<file path="config.mk">
export PLATFORM = sky130hd
export DESIGN_NAME = lbic_top
export DESIGN_NICKNAME = d
export VERILOG_FILES = /design/src/rtl/lbic_pkg.sv /design/src/rtl/lbic_prio_enc.sv /design/src/rtl/lbic_bus_port.sv /design/src/rtl/lbic_top.sv
export SDC_FILE = /design/constraint.sdc
export NUM_CORES = 1
export LEC_CHECK = 0
export BUFFER_PORTS_ARGS = -buffer_cell sky130_fd_sc_hd__buf_4
export CORE_ASPECT_RATIO = 1.2
export CORE_MARGIN = 4
export CORE_UTILIZATION = 47
export CTS_BUF_LIST = sky130_fd_sc_hd__clkbuf_8 sky130_fd_sc_hd__clkbuf_16
export DETAILED_ROUTE_END_ITERATION = 16
export HOLD_SLACK_MARGIN = 0.08
export PLACE_DENSITY = 0.8
export SETUP_SLACK_MARGIN = 0.3
export SYNTH_ARGS = -nofsm -noshare
export SYNTH_HDL_FRONTEND = slang
export SYNTH_SLANG_ARGS = --single-unit
</file>
<file path="constraint.sdc">
create_clock -name clk -period 2.3 [get_ports clk]
set_clock_uncertainty 0.15 [all_clocks]
set_input_delay 0.115 -clock clk [delete_from_list [all_inputs] [get_ports clk]]
set_output_delay 0.115 -clock clk [all_outputs]
set_load 0.05 [all_outputs]
</file>
<file path="src/rtl/lbic_pkg.sv">
package lbic_pkg;
    localparam int REG_W   = 16;
    localparam int BUS_W   = 32;
    localparam int SRC_OFF = 0;
    localparam int MSK_OFF = 2;

    typedef enum logic [1:0] {
        SZ_BYTE = 2'd0,
        SZ_HALF = 2'd1,
        SZ_WORD = 2'd2
    } acc_size_e;

    typedef struct packed {
        logic [REG_W-1:0] stat;
        logic [REG_W-1:0] mask;
    } lbic_state_t;
endpackage

</file>
<file path="src/rtl/lbic_prio_enc.sv">
module lbic_prio_enc #(
    parameter int N = 16,
    parameter int W = 16
) (
    input  logic [N-1:0] pend,
    output logic [W-1:0] code
);
    // Scan downwards so that the lowest pending index is written last.
    always_comb begin
        code = '0;
        for (int i = N - 1; i >= 0; i--) begin
            if (pend[i]) code = W'((i + 1) << 2);
        end
    end
endmodule

</file>
<file path="src/rtl/lbic_bus_port.sv">
module lbic_bus_port
    import lbic_pkg::*;
#(
    parameter int ADDR_W = 4
) (
    input  logic              acc_valid,
    input  logic              acc_write,
    input  logic [1:0]        acc_size,
    input  logic [ADDR_W-1:0] acc_addr,
    input  logic [BUS_W-1:0]  acc_wdata,
    input  logic [REG_W-1:0]  src_code,
    input  logic [REG_W-1:0]  mask_q,
    output logic              mask_we,
    output logic [REG_W-1:0]  mask_wval,
    output logic [BUS_W-1:0]  rd_data
);
    localparam int OFF_W = ADDR_W + 1;

    acc_size_e        size_e;
    logic [OFF_W-1:0] base;
    logic [OFF_W-1:0] off     [2];
    logic             act     [2];
    logic             hit_msk [2];
    logic [REG_W-1:0] rd_half [2];
    logic [REG_W-1:0] wr_half [2];

    assign size_e = acc_size_e'(acc_size);
    assign base   = {1'b0, acc_addr[ADDR_W-1:1], 1'b0};

    // One lane per halfword touched; the upper lane is live only for words.
    for (genvar h = 0; h < 2; h++) begin : g_lane
        assign off[h]     = base + OFF_W'(2 * h);
        assign act[h]     = acc_valid && (h == 0 || size_e == SZ_WORD);
        assign hit_msk[h] = act[h] && (off[h] == OFF_W'(MSK_OFF));

        always_comb begin
            if (off[h] == OFF_W'(SRC_OFF))      rd_half[h] = src_code;
            else if (off[h] == OFF_W'(MSK_OFF)) rd_half[h] = mask_q;
            else                                rd_half[h] = '0;
        end

        // Byte writes merge the new lane into the current halfword value.
        always_comb begin
            if (size_e == SZ_BYTE)
                wr_half[h] = acc_addr[0] ? {acc_wdata[7:0], rd_half[h][7:0]}
                                         : {rd_half[h][15:8], acc_wdata[7:0]};
            else
                wr_half[h] = acc_wdata[16*h +: 16];
        end
    end

    assign mask_we   = acc_write && (hit_msk[0] || hit_msk[1]);
    assign mask_wval = hit_msk[1] ? wr_half[1] : wr_half[0];

    always_comb begin
        rd_data = '0;
        if (acc_valid && !acc_write) begin
            case (size_e)
                SZ_BYTE: rd_data = {24'h0, acc_addr[0] ? rd_half[0][15:8] : rd_half[0][7:0]};
                SZ_HALF: rd_data = {16'h0, rd_half[0]};
                SZ_WORD: rd_data = {rd_half[1], rd_half[0]};
                default: rd_data = '0;
            endcase
        end
    end
endmodule

</file>
<file path="src/rtl/lbic_top.sv">
module lbic_top
    import lbic_pkg::*;
#(
    parameter int NUM_SRC = 16,
    parameter int ADDR_W  = 4
) (
    input  logic               clk,
    input  logic               rst_n,
    input  logic [NUM_SRC-1:0] irq_lvl,
    input  logic               acc_valid,
    input  logic               acc_write,
    input  logic [1:0]         acc_size,
    input  logic [ADDR_W-1:0]  acc_addr,
    input  logic [BUS_W-1:0]   acc_wdata,
    output logic [BUS_W-1:0]   rd_data,
    output logic               irq_out
);
    localparam logic [REG_W-1:0] LIVE = REG_W'((33'h1 << NUM_SRC) - 33'h1);

    lbic_state_t      state_d, state_q;
    logic [REG_W-1:0] pend;
    logic [REG_W-1:0] src_code;
    logic             mask_we;
    logic [REG_W-1:0] mask_wval;

    assign pend    = state_q.stat & state_q.mask;
    assign irq_out = |pend;

    lbic_prio_enc #(.N(REG_W), .W(REG_W)) u_enc (
        .pend (pend),
        .code (src_code)
    );

    lbic_bus_port #(.ADDR_W(ADDR_W)) u_port (
        .acc_valid (acc_valid),
        .acc_write (acc_write),
        .acc_size  (acc_size),
        .acc_addr  (acc_addr),
        .acc_wdata (acc_wdata),
        .src_code  (src_code),
        .mask_q    (state_q.mask),
        .mask_we   (mask_we),
        .mask_wval (mask_wval),
        .rd_data   (rd_data)
    );

    always_comb begin
        state_d      = state_q;
        state_d.stat = REG_W'(irq_lvl);
        if (mask_we) state_d.mask = mask_wval & LIVE;
    end

    always_ff @(posedge clk or negedge rst_n) begin
        if (!rst_n) state_q <= '0;
        else        state_q <= state_d;
    end
endmodule

</file>
---- Yosys cells after proc, flatten, opt, wreduce, memory -nomap -nowiden ----
Cells that the tools add are included.
Widths: inputs -> output; s select.
storage, ports and cells
  flip-flop bits (word level) ............. 32
  output and inout bits ................... 33
  word-level logic and storage cells ...... 47
cells by class
  $add $sub $neg .......................... 1
  equality and inequality tests ........... 4
  muxes and demuxes ....................... 28
  bitwise gates (word level) .............. 1
  reduce and logical (&&, ||, !) cells .... 11
operator list
  cell                 number
  $mux 16              9
  $mux 7               16
  $pmux 32 s3          1
  $mux 32              1
  $and 16x16->16       1
  $reduce_or 16->1     1
  $logic_not 5->1      2
  $mux 8               1
  $add 4x2->5 const B  1
  $eq 5x2->1 const B   1
  $logic_and 1x1->1    5
  $eq 3x1->1 const B   1
  $eq 2x1->1 const B   1
  $eq 2x2->1 const B   1
  $logic_not 2->1      1
  $logic_not 1->1      1
  $logic_or 1x1->1     1

---- Depth between registers and ports, before layout ----
Gate-level depths: netlist (run 1).
  word-level depth ........................ 21
  mapped depth ............................ 7

---- Modules after synthesis ----
Synthesis (run 1) repeated with hierarchy kept, for this count alone.
second synthesis, totals
  cell total of the unflattened synthesis .. 278
  area total of the unflattened synthesis .. 2436.1 um2
modules (own cells, without submodules)
  module         instances  cells each  area each (um2)
  lbic_top       1          71          1128.6
  lbic_bus_port  1          164         1054.8
  lbic_prio_enc  1          43          252.7

---- Worst setup path before layout (run 1) ----
No wires, ideal clock.
  path type ............................... reg-to-output
  start ................................... register state_q[12] (netlist bit)
  end ..................................... output rd_data[3]
  data arrival time ....................... 2.167 ns
  data required time ...................... 2.035 ns
  setup slack ............................. -0.132 ns
  cell stages (with the launch flop) ...... 6
  path buffers ............................ 0
  path through ............................ dfrtp_1 -> a22o_1 -> o21ai_0 -> a21bo_2 -> a21oi_1 -> o32ai_1
on the way
  longest elaborated chain between the ends .. 18
ends and longest elaborated chain
  item                    RTL line             source
  start, declared         lbic_top.sv:20       lbic_state_t state_d, state_q;
  start signal, assigned  lbic_top.sv:55       else state_q <= state_d;
  $and 16x16->16 *        lbic_top.sv:26       assign pend = state_q.stat & state_q.mask;
  $mux 7 * (13 in a row)  lbic_prio_enc.sv:12  if (pend[i]) code = W'((i + 1) << 2);
  $mux 16 *               lbic_bus_port.sv:37  if (off[h] == OFF_W'(SRC_OFF)) rd_half[h] = src_code;
  $mux 8                  lbic_bus_port.sv:59  SZ_BYTE: rd_data = {24'h0, acc_addr[0] ? rd_half[0][15:8] : rd_half[0][7:0]};
  $pmux 32 s3 *           lbic_bus_port.sv:58  case (size_e)
  $mux 32 *               lbic_bus_port.sv:57  if (acc_valid && !acc_write) begin
  end, declared           lbic_top.sv:15       output logic [BUS_W-1:0] rd_data,
Mark *: on every way between the ends. The rest lies on a longest branch, timed or not.

---- Final worst setup path (run 1) ----
  start ................................... register state_q[16] (netlist bit)
  end ..................................... output rd_data[6]
on the way
  longest elaborated chain between the ends .. 6
ends and longest elaborated chain
  item              RTL line
  $and 16x16->16 *  lbic_top.sv:26
  $mux 7 *          lbic_prio_enc.sv:12
  $mux 16 *         lbic_bus_port.sv:37
  $mux 8            lbic_bus_port.sv:59
  $pmux 32 s3 *     lbic_bus_port.sv:58
  $mux 32 *         lbic_bus_port.sv:57
Marks and branches as above.

==> results.yml, run 1 <==
critical_path:
  cp_max_fo: 2
  endpoint_kind: "primary output"
  slowest_stage: "dfrtp_1"
  critical_path.top_delay_family: "simple AND/OR/NAND/NOR gates"
  path_buf_inv: 1
  r2r_cells: 6
  required_ns: 2.04
  cp.depth: 6
  worstPathArrival_ns: 2.05
  crit_type: "register to primary output"
  start_kind: "register"
  crit_chain: "a2111oi_4 -> nand3_2 -> nor4_4 -> o2bb2ai_1 -> and2_4 -> buf_8"
  critPathMaxStageDelay_ns: 0.41
global_route:
  grt_util_all_layers_pct: 30.2
  grt_pass1_wl_mm: 12.2
  grt_max_degree: 33
  grt.overflow.total: 0
  antenna_found_initial: 0
  grt_pass1_vias: 2502
placed_design:
  hpwl_mm: 5.44
  place.gp.congestion: 0.929
  io_buffer_count: 90
  dpl_cell_area_um2: 2840
  post-place-ws_ns: 0.113
power_and_ir_drop:
  internal_power_w: 0.00121
  power_w: 0.00184
  vdd_drop_max_mv: 0.308
  seqPwrFrac_pct: 41.2
  p_clk_share_pct: 21.4
  p_comb_share_pct: 37.4
  cellPowerDensity_nw_per_um2: 541
  p_sw_share_pct: 34.4
  p_leak_nw: 1.51
  p_sw_w: 0.000633
timing:
  fin_ws_ns: -0.0116
  maxSlewViolCount: 0
  min_period_over_period_pct: 101
  hold_violations: 0
  tightest_slew_ns: 0.516
  rsz0062_at_grt: "yes"
  post-route-min-period_ns: 2.31
  slew_headroom_pct: 65.4
  setup_tns_ns: -0.0116
  fmax_ghz: 0.433
  setup_violations: 1
detailed_routing:
  routed_wl_mm: 7.81
  first_pass_iters: 5
  routedWlPerCell_um: 18.5
  viasPerCell: 5.86
  drt-initial-drc-count: 221
  drc: 0
  num_vias: 2471
  postRouteAntennaNets: 0
cells_and_area:
  final_common_cell: "buf_4"
  top_register: "state_q"
  layout_common_cells: "buf_4, dlygate4sd3_1, dfrtp_1"
  top_regs: "state_q x32"
  drive_gt1_share_pct: 42.3
  design_area_um2: 3400
  syn_to_final_growth_pct: 65.5
  n_antenna_cell: 0
  final_nets: 424
  largest_reg_flops: 32
logic_synthesis:
  synth_warnings: 0
  synth_nets: 286
  synth.top_cell.area_share_pct: 39.0
  avgSynthCellArea_um2: 9.01
  ys_ff_latch: 32
  ys_top_cells_by_area: "dfrtp_1, and2_1, a22oi_1"
  ys_types: 48
  yosysTopAreaCell: "dfrtp_1"
  seq_area_frac_synth_pct: 39.0
  postSynthCellCount: 228
  synth_area_um2: 2050
status:
  violations: "setup timing"
  status: "finished with violations"
floorplanning:
  core_um2: 4230
  rows: 26
  die_area_um2: 5500
  die_w_um: 68.4
  dieHeight_um: 80.4
  io-pin-count: 91
  start_util_pct: 48.6
cts:
  numCtsBuffers: 5
  h-tree-depth: 2
  cts_sinks: 32
  cts_tree: "yes"
  ctsRootBufferMaster: "clkbuf_8"
  cts_buffer_depth: 2
  clock_latency_ns: 0.28
  clkTransAtPathRegs_ns: 0.07
min_path:
  hold_depth: 4
  min-delay-path-class: "primary input to register"
job:
  drv_cap: 0
[tightest hold or removal path: cells and delay by family]
| family | cells | cell delay [ns] |
|---|---|---|
| and+or+nand+nor | 1 | 0.04 |
| AOI/OAI and AO/OA | 2 | 0.24 |
| buffers and inverters | 1 | 0.08 |
[layout make-up]
type                            count  area [um^2]
Clock inverter                      2         8.76
Fill cell                         282          828
Sequential cell                    32          810
Clock buffer                        5         68.8
Timing Repair Buffer              142         1160
Multi-Input combinational cell    183         1280
Inverter                            2         7.51
Tap cell                           56         70.1
[final timing paths]
path | slack (ns) | startpoint | end
min in group asynchronous | 0.15 | rst_n | state_q[5]
min reg2reg | 0.45 | state_q[7] | state_q[7]
max in group asynchronous | 1.52 | rst_n | state_q[12]
min | 0.08 | acc_wdata[23] | state_q[7]
max reg2reg | 0.43 | state_q[16] | state_q[6]
max | -0.01 | state_q[16] | rd_data[6]
[metrics by stage]
stage / hold WS (ns) / cells / utilization [%]
after floorplan: -0.331 / 228 / -
after global placement: -0.0778 / 375 / 67.2
after detailed placement: -0.0766 / 375 / 67.2
after CTS: 0.0816 / 421 / 80.2
after global routing: 0.113 / 422 / 80.4
final: 0.0833 / 422 / 80.4
[per-layer routing]
metal / vias to the layer above / track usage [%] / wire, um
met4: 0 / 14.5 / 256
met3: 28 / 6.57 / 592
met1: 1180 / 37.4 / 3050
li1: 1135 / - / -
met5: - / 0 / 0
met2: 128 / 48.9 / 3920
[kinds of logic after synthesis]
kind of cell / synth area share [%]
buffers and inverters: 3.71
AO/OA/AOI/OAI: 27.7
multiplexers: 3.90
flip-flops: 39.0
AND/OR/NAND/NOR: 25.7
[synthesized netlist by cell type, drive strengths merged]
master	instances
a32o	3
a21bo	1
o221ai	1
a211oi	1
a22o	11
nor4	1
a31oi	4
or4	1
a221oi	1
and2	26
nand4	1
o211ai	1
a22oi	13
and3	1
a2bb2oi	1
o32ai	2
a2111oi	1
nor2b	2
nor2	14
a32oi	1
dfrtp	32
clkbuf	5
buf	6
o22ai	3
nand4b	2
mux2i	8
inv	2
nand2b	2
or3b	1
nor3b	2
and4b	2
a21o	1
nand3	15
o2bb2ai	1
a21oi	10
a21boi	1
nor3	3
o21ai	19
a31o	1
nand2	24
a222oi	1
[what timing repair did]
action / CTS / global route
setup endpoints to repair: 6 / 14
hold buffers: 27 / 0
buffers inserted: 12 / 1
resized for setup: 31 / 0
pin swaps: 18 / 6
endpoints found under the hold margin: 54 / 0
[power groups by stage]
| stage | Combinational [W] | Clock [W] | Sequential, W |
|---|---|---|---|
| floorplan | 0.000274 | 0 | 0.000726 |
| finish | 0.000689 | 0.000394 | 0.000759 |
| global placement | 0.000487 | 0 | 0.000749 |
| global route | 0.000736 | 0.000421 | 0.000763 |
| detailed placement | 0.000492 | 0 | 0.000753 |
| CTS | 0.000659 | 0.000398 | 0.000748 |
Note: power is estimated with default switching activity, not from simulation.
==> inputs of run 2 (changes only) <==
CTS_BUF_LIST = not set   (was sky130_fd_sc_hd__clkbuf_8 sky130_fd_sc_hd__clkbuf_16)
==> run 2 against run 1 <==
  * The flow still finishes with violations (setup timing)
  * Final cell count unchanged
  * Setup slack worse by 0.0019 ns
  * Sequential share of layout area unchanged
  * Register-to-register slack about the same
  * Critical path depth unchanged
  * First-iteration DRC count up 12%
  * Wire length up 0.87%
  * Sequential power about the same
  * Clock power up 1%
  * Core utilization unchanged
  * Power up 0.48%
  * Critical path type unchanged
  * Critical endpoint unchanged
==> results.yml, run 2 (synthesis gave the netlist of run 1 again) <==
cells_and_area:
  syn_to_final_growth_pct: 65.5
  top_register: "state_q"
  largest_reg_flops: 32
  final_nets: 424
  top_regs: "state_q x32"
  drive_gt1_share_pct: 42.3
  final_common_cell: "buf_4"
  n_antenna_cell: 0
  layout_common_cells: "buf_4, dlygate4sd3_1, dfrtp_1"
  final_cells: 422
critical_path:
  crit_chain: "a2111oi_4 -> nand3_2 -> nor4_4 -> o2bb2ai_1 -> and2_4 -> buf_8"
  path_buf_inv: 1
  critPathMaxStageDelay_ns: 0.41
  cp_max_fo: 2
  required_ns: 2.04
  worstPathArrival_ns: 2.05
  crit_type: "register to primary output"
  critical_path.top_delay_family: "simple AND/OR/NAND/NOR gates"
  start_kind: "register"
  slowest_stage: "dfrtp_1"
  endpoint_kind: "primary output"
floorplanning:
  start_util_pct: 48.6
  core_um2: 4230
  die_w_um: 68.4
  io-pin-count: 91
  die_area_um2: 5500
  rows: 26
  dieHeight_um: 80.4
global_route:
  grt_pass1_wl_mm: 12.2
  grt.overflow.total: 0
  antenna_found_initial: 0
  grt_util_all_layers_pct: 30.2
  grt_max_degree: 33
  grt_pass1_vias: 2502
placed_design:
  hpwl_mm: 5.44
  dp.cells: 375
  io_buffer_count: 90
  place.gp.congestion: 0.929
power_and_ir_drop:
  seqPwrFrac_pct: 41.1
  p_sw_w: 0.000637
  cellPowerDensity_nw_per_um2: 544
  p_sw_share_pct: 34.4
  internal_power_w: 0.00121
  p_leak_nw: 1.51
  p_comb_share_pct: 37.4
  vdd_drop_max_mv: 0.308
  p_clk_share_pct: 21.6
cts:
  clkTransAtPathRegs_ns: 0.07
  cts_sinks: 32
  h-tree-depth: 2
  cts_buffer_depth: 2
  numCtsBuffers: 5
  clock_latency_ns: 0.28
  ctsRootBufferMaster: "clkbuf_8"
  cts_tree: "yes"
timing:
  tightest_slew_ns: 0.519
  fin_ws_ns: -0.0135
  slew_headroom_pct: 65.3
  post-route-min-period_ns: 2.31
  rsz0062_at_grt: "yes"
  setup_violations: 1
  fmax_ghz: 0.432
  maxSlewViolCount: 0
  min_period_over_period_pct: 101
  fin_hold_ws_ns: 0.0811
  hold_violations: 0
detailed_routing:
  viasPerCell: 5.97
  drt-initial-drc-count: 248
  first_pass_iters: 6
  num_vias: 2520
  routed_wl_mm: 7.88
  routedWlPerCell_um: 18.7
  drc: 0
  postRouteAntennaNets: 0
status:
  violations: "setup timing"
  status: "finished with violations"
min_path:
  min-delay-path-class: "primary input to register"
job:
  drv_cap: 0
run 2: metrics by stage:
step / utilization, % / cell area (um^2) / setup TNS [ns] / setup WS (ns) / power [W]
2_1_floorplan: - / 2080 / -0.0268 / -0.0268 / 0.00100
3_3_place_gp: 67.2 / 2840 / 0 / 0.184 / 0.00124
3_5_place_dp: 67.2 / 2840 / 0 / 0.113 / 0.00125
4_1_cts: 80.2 / 3390 / 0 / 0.0160 / 0.00181
5_1_grt: 80.4 / 3400 / -0.130 / -0.0831 / 0.00192
6_report: 80.4 / 3400 / -0.0135 / -0.0135 / 0.00185
run 2: final cells by class:
class                      instances  area [um^2]
timing repair buffer             142         1160
clock inverter                     1         5.00
tap                               56         70.1
inverter                           2         7.51
clock buffer                       6         72.6
sequential                        32          810
fill                             282          828
multi-input combinational        183         1280
run 2: worst paths after layout:
check	from	endpoint	slack, ns	depth (start not counted)
worst max-delay path	state_q[16]	rd_data[6]	-0.01	6
worst min-delay path	acc_wdata[23]	state_q[7]	0.08	4
worst max register to register	state_q[16]	state_q[6]	0.43	6
worst min register to register	state_q[7]	state_q[7]	0.45	1
max in group asynchronous	rst_n	state_q[12]	1.52	2
min in group asynchronous	rst_n	state_q[5]	0.15	2
run 2: worst reg2reg max path: cells and delay by family, from the launching register on:
kind | cells | cell delay, ns
buf+inv | 1 | 0.15
simple gates | 2 | 0.48
compound gates | 3 | 0.60
flops | 1 | 0.41
run 2: power groups by stage:
stage | clock (W) | sequential, W | combinational (W)
final | 0.000399 | 0.000760 | 0.000691
after global routing | 0.000425 | 0.000763 | 0.000736
after CTS | 0.000403 | 0.000748 | 0.000659
after detailed placement | 0 | 0.000753 | 0.000492
after global placement | 0 | 0.000749 | 0.000487
after floorplan | 0 | 0.000726 | 0.000274
run 2: layer usage:
metal	track usage [%]	vias up	routed length [um]
met3	6.57	38	581
met4	14.5	0	285
li1	-	1135	-
met5	0	-	0
met1	37.4	1204	3090
met2	48.9	143	3930
run 2: what timing repair did:
action	4_1_cts	5_1_grt
resized for setup	31	0
endpoints found under the setup margin	6	14
gates cloned	0	0
hold buffers	27	0
buffers inserted	12	1
pin swaps	18	6
endpoints found under the hold margin	54	0
==> inputs of run 3 (changes only) <==
SKIP_CTS_REPAIR_TIMING = 1   (was not set)
==> run 3 against run 2 <==
  * Setup slack worse by 0.058 ns
  * Wire length is 0.51% lower
  * Die area stayed put
  * Final cell count is 1.7% lower
  * The flow still finishes with violations (setup timing)
  * Hold slack worse by 0.041 ns
  * Via count is 1.5% lower
  * Clock power hardly changed
==> results.yml, run 3 (synthesis gave the netlist of run 1 again) <==
detailed_routing:
  drc: 0
  num_vias: 2483
  viasPerCell: 5.98
  postRouteAntennaNets: 0
  drt-initial-drc-count: 223
  first_pass_iters: 5
  routedWlPerCell_um: 18.9
  routed_wl_mm: 7.84
timing:
  setup_violations: 2
  fmax_ghz: 0.422
  fin_ws_ns: -0.0711
  maxSlewViolCount: 0
  fin_hold_ws_ns: 0.0401
  min_period_over_period_pct: 103
  slew_headroom_pct: 67.3
  rsz0062_at_grt: "yes"
  post-route-min-period_ns: 2.37
  tightest_slew_ns: 0.487
  hold_violations: 0
cells_and_area:
  syn_to_final_growth_pct: 62.6
  final_nets: 417
  layout_common_cells: "buf_4, dfrtp_1, and2_1, dlygate4sd3_1, nand2_1"
  top_regs: "state_q x32"
  drive_gt1_share_pct: 41.8
  final_cells: 415
  n_antenna_cell: 0
  largest_reg_flops: 32
  top_register: "state_q"
  utilization_pct: 79.0
  design_area_um2: 3340
  final_common_cell: "buf_4"
cts:
  numCtsBuffers: 5
  clkTransAtPathRegs_ns: 0.07
  cts_buffer_depth: 2
  cts_sinks: 32
  clock_latency_ns: 0.28
  h-tree-depth: 2
  cts_tree: "yes"
  ctsRootBufferMaster: "clkbuf_8"
floorplanning:
  io-pin-count: 91
  rows: 26
  die_area_um2: 5500
  dieHeight_um: 80.4
  die_w_um: 68.4
  core_um2: 4230
  start_util_pct: 48.6
power_and_ir_drop:
  p_leak_nw: 1.48
  vdd_drop_max_mv: 0.324
  cellPowerDensity_nw_per_um2: 547
critical_path:
  cp_max_fo: 2
  rr_endpoint: "state_q[2]"
  required_ns: 2.04
  worstPathArrival_ns: 2.11
  r2r_cells: 6
  timing.rr.start: "state_q[10]"
  crit_type: "register to primary output"
  start_kind: "register"
  endpoint_kind: "primary output"
  r2r_slack_ns: 0.46
placed_design:
  place.gp.congestion: 0.929
  hpwl_mm: 5.44
  dp.cells: 375
  dpl_cell_area_um2: 2840
  io_buffer_count: 90
job:
  drv_cap: 0
global_route:
  grt_max_degree: 33
  grt.overflow.total: 0
  grt_util_all_layers_pct: 26.0
  grt_pass1_vias: 2136
  antenna_found_initial: 0
  grt_pass1_wl_mm: 10.4
min_path:
  hold_end: "state_q[4]"
  hold_path.startpoint: "acc_write"
  min-delay-path-class: "primary input to register"
  hold_depth: 3
status:
  violations: "setup timing"
  status: "finished with violations"
run 3: area by class of cell:
class | instances | area [um^2]
Tap cell | 56 | 70.1
Timing Repair Buffer | 135 | 1100
Clock inverter | 1 | 5.00
Clock buffer | 6 | 72.6
Fill cell | 294 | 888
Multi-Input combinational cell | 183 | 1280
Sequential cell | 32 | 810
Inverter | 2 | 7.51
run 3: how the worst max path moves through the flow:
stage	endpoint	slack (ns)	start
2_1_floorplan	rd_data[4]	-0.03	state_q[0]
3_3_place_gp	rd_data[6]	0.18	state_q[0]
3_5_place_dp	rd_data[6]	0.11	state_q[0]
4_1_cts	rd_data[6]	-0.22	state_q[0]
5_1_grt	rd_data[5]	-0.17	state_q[16]
6_report	rd_data[5]	-0.07	state_q[16]
run 3: worst max-delay path: stages (launching register included):
cell and delay (ns):
dfrtp_1 0.41, a2111oi_4 0.40, nand3_2 0.17, buf_4 0.18
nor2_1 0.08, nand3_1 0.12, a31oi_2 0.28, buf_6 0.19
run 3: power by group:
group / total (W) / switching, W / internal (W) / leakage, nW
combinational: 0.000663 / 0.000321 / 0.000342 / 1.06
clock: 0.000397 / 0.000192 / 0.000205 / 0.0410
sequential: 0.000767 / 0.000118 / 0.000649 / 0.379
run 3: metrics by stage:
step	power [W]	worst slack [ns]	TNS, ns
6_report	0.00183	-0.0711	-0.108
5_1_grt	0.00190	-0.168	-0.311
4_1_cts	0.00164	-0.223	-0.443
3_5_place_dp	0.00125	0.113	0
3_3_place_gp	0.00124	0.184	0
2_1_floorplan	0.00100	-0.0268	-0.0268
run 3: routing by layer:
layer	up-vias	GRT usage (%)	part of all wire (%)
met4	0	10.5	4.1
met5	-	0	0
met1	1173	32.8	38
met3	41	6.01	8.2
met2	154	41.9	50
li1	1115	-	-
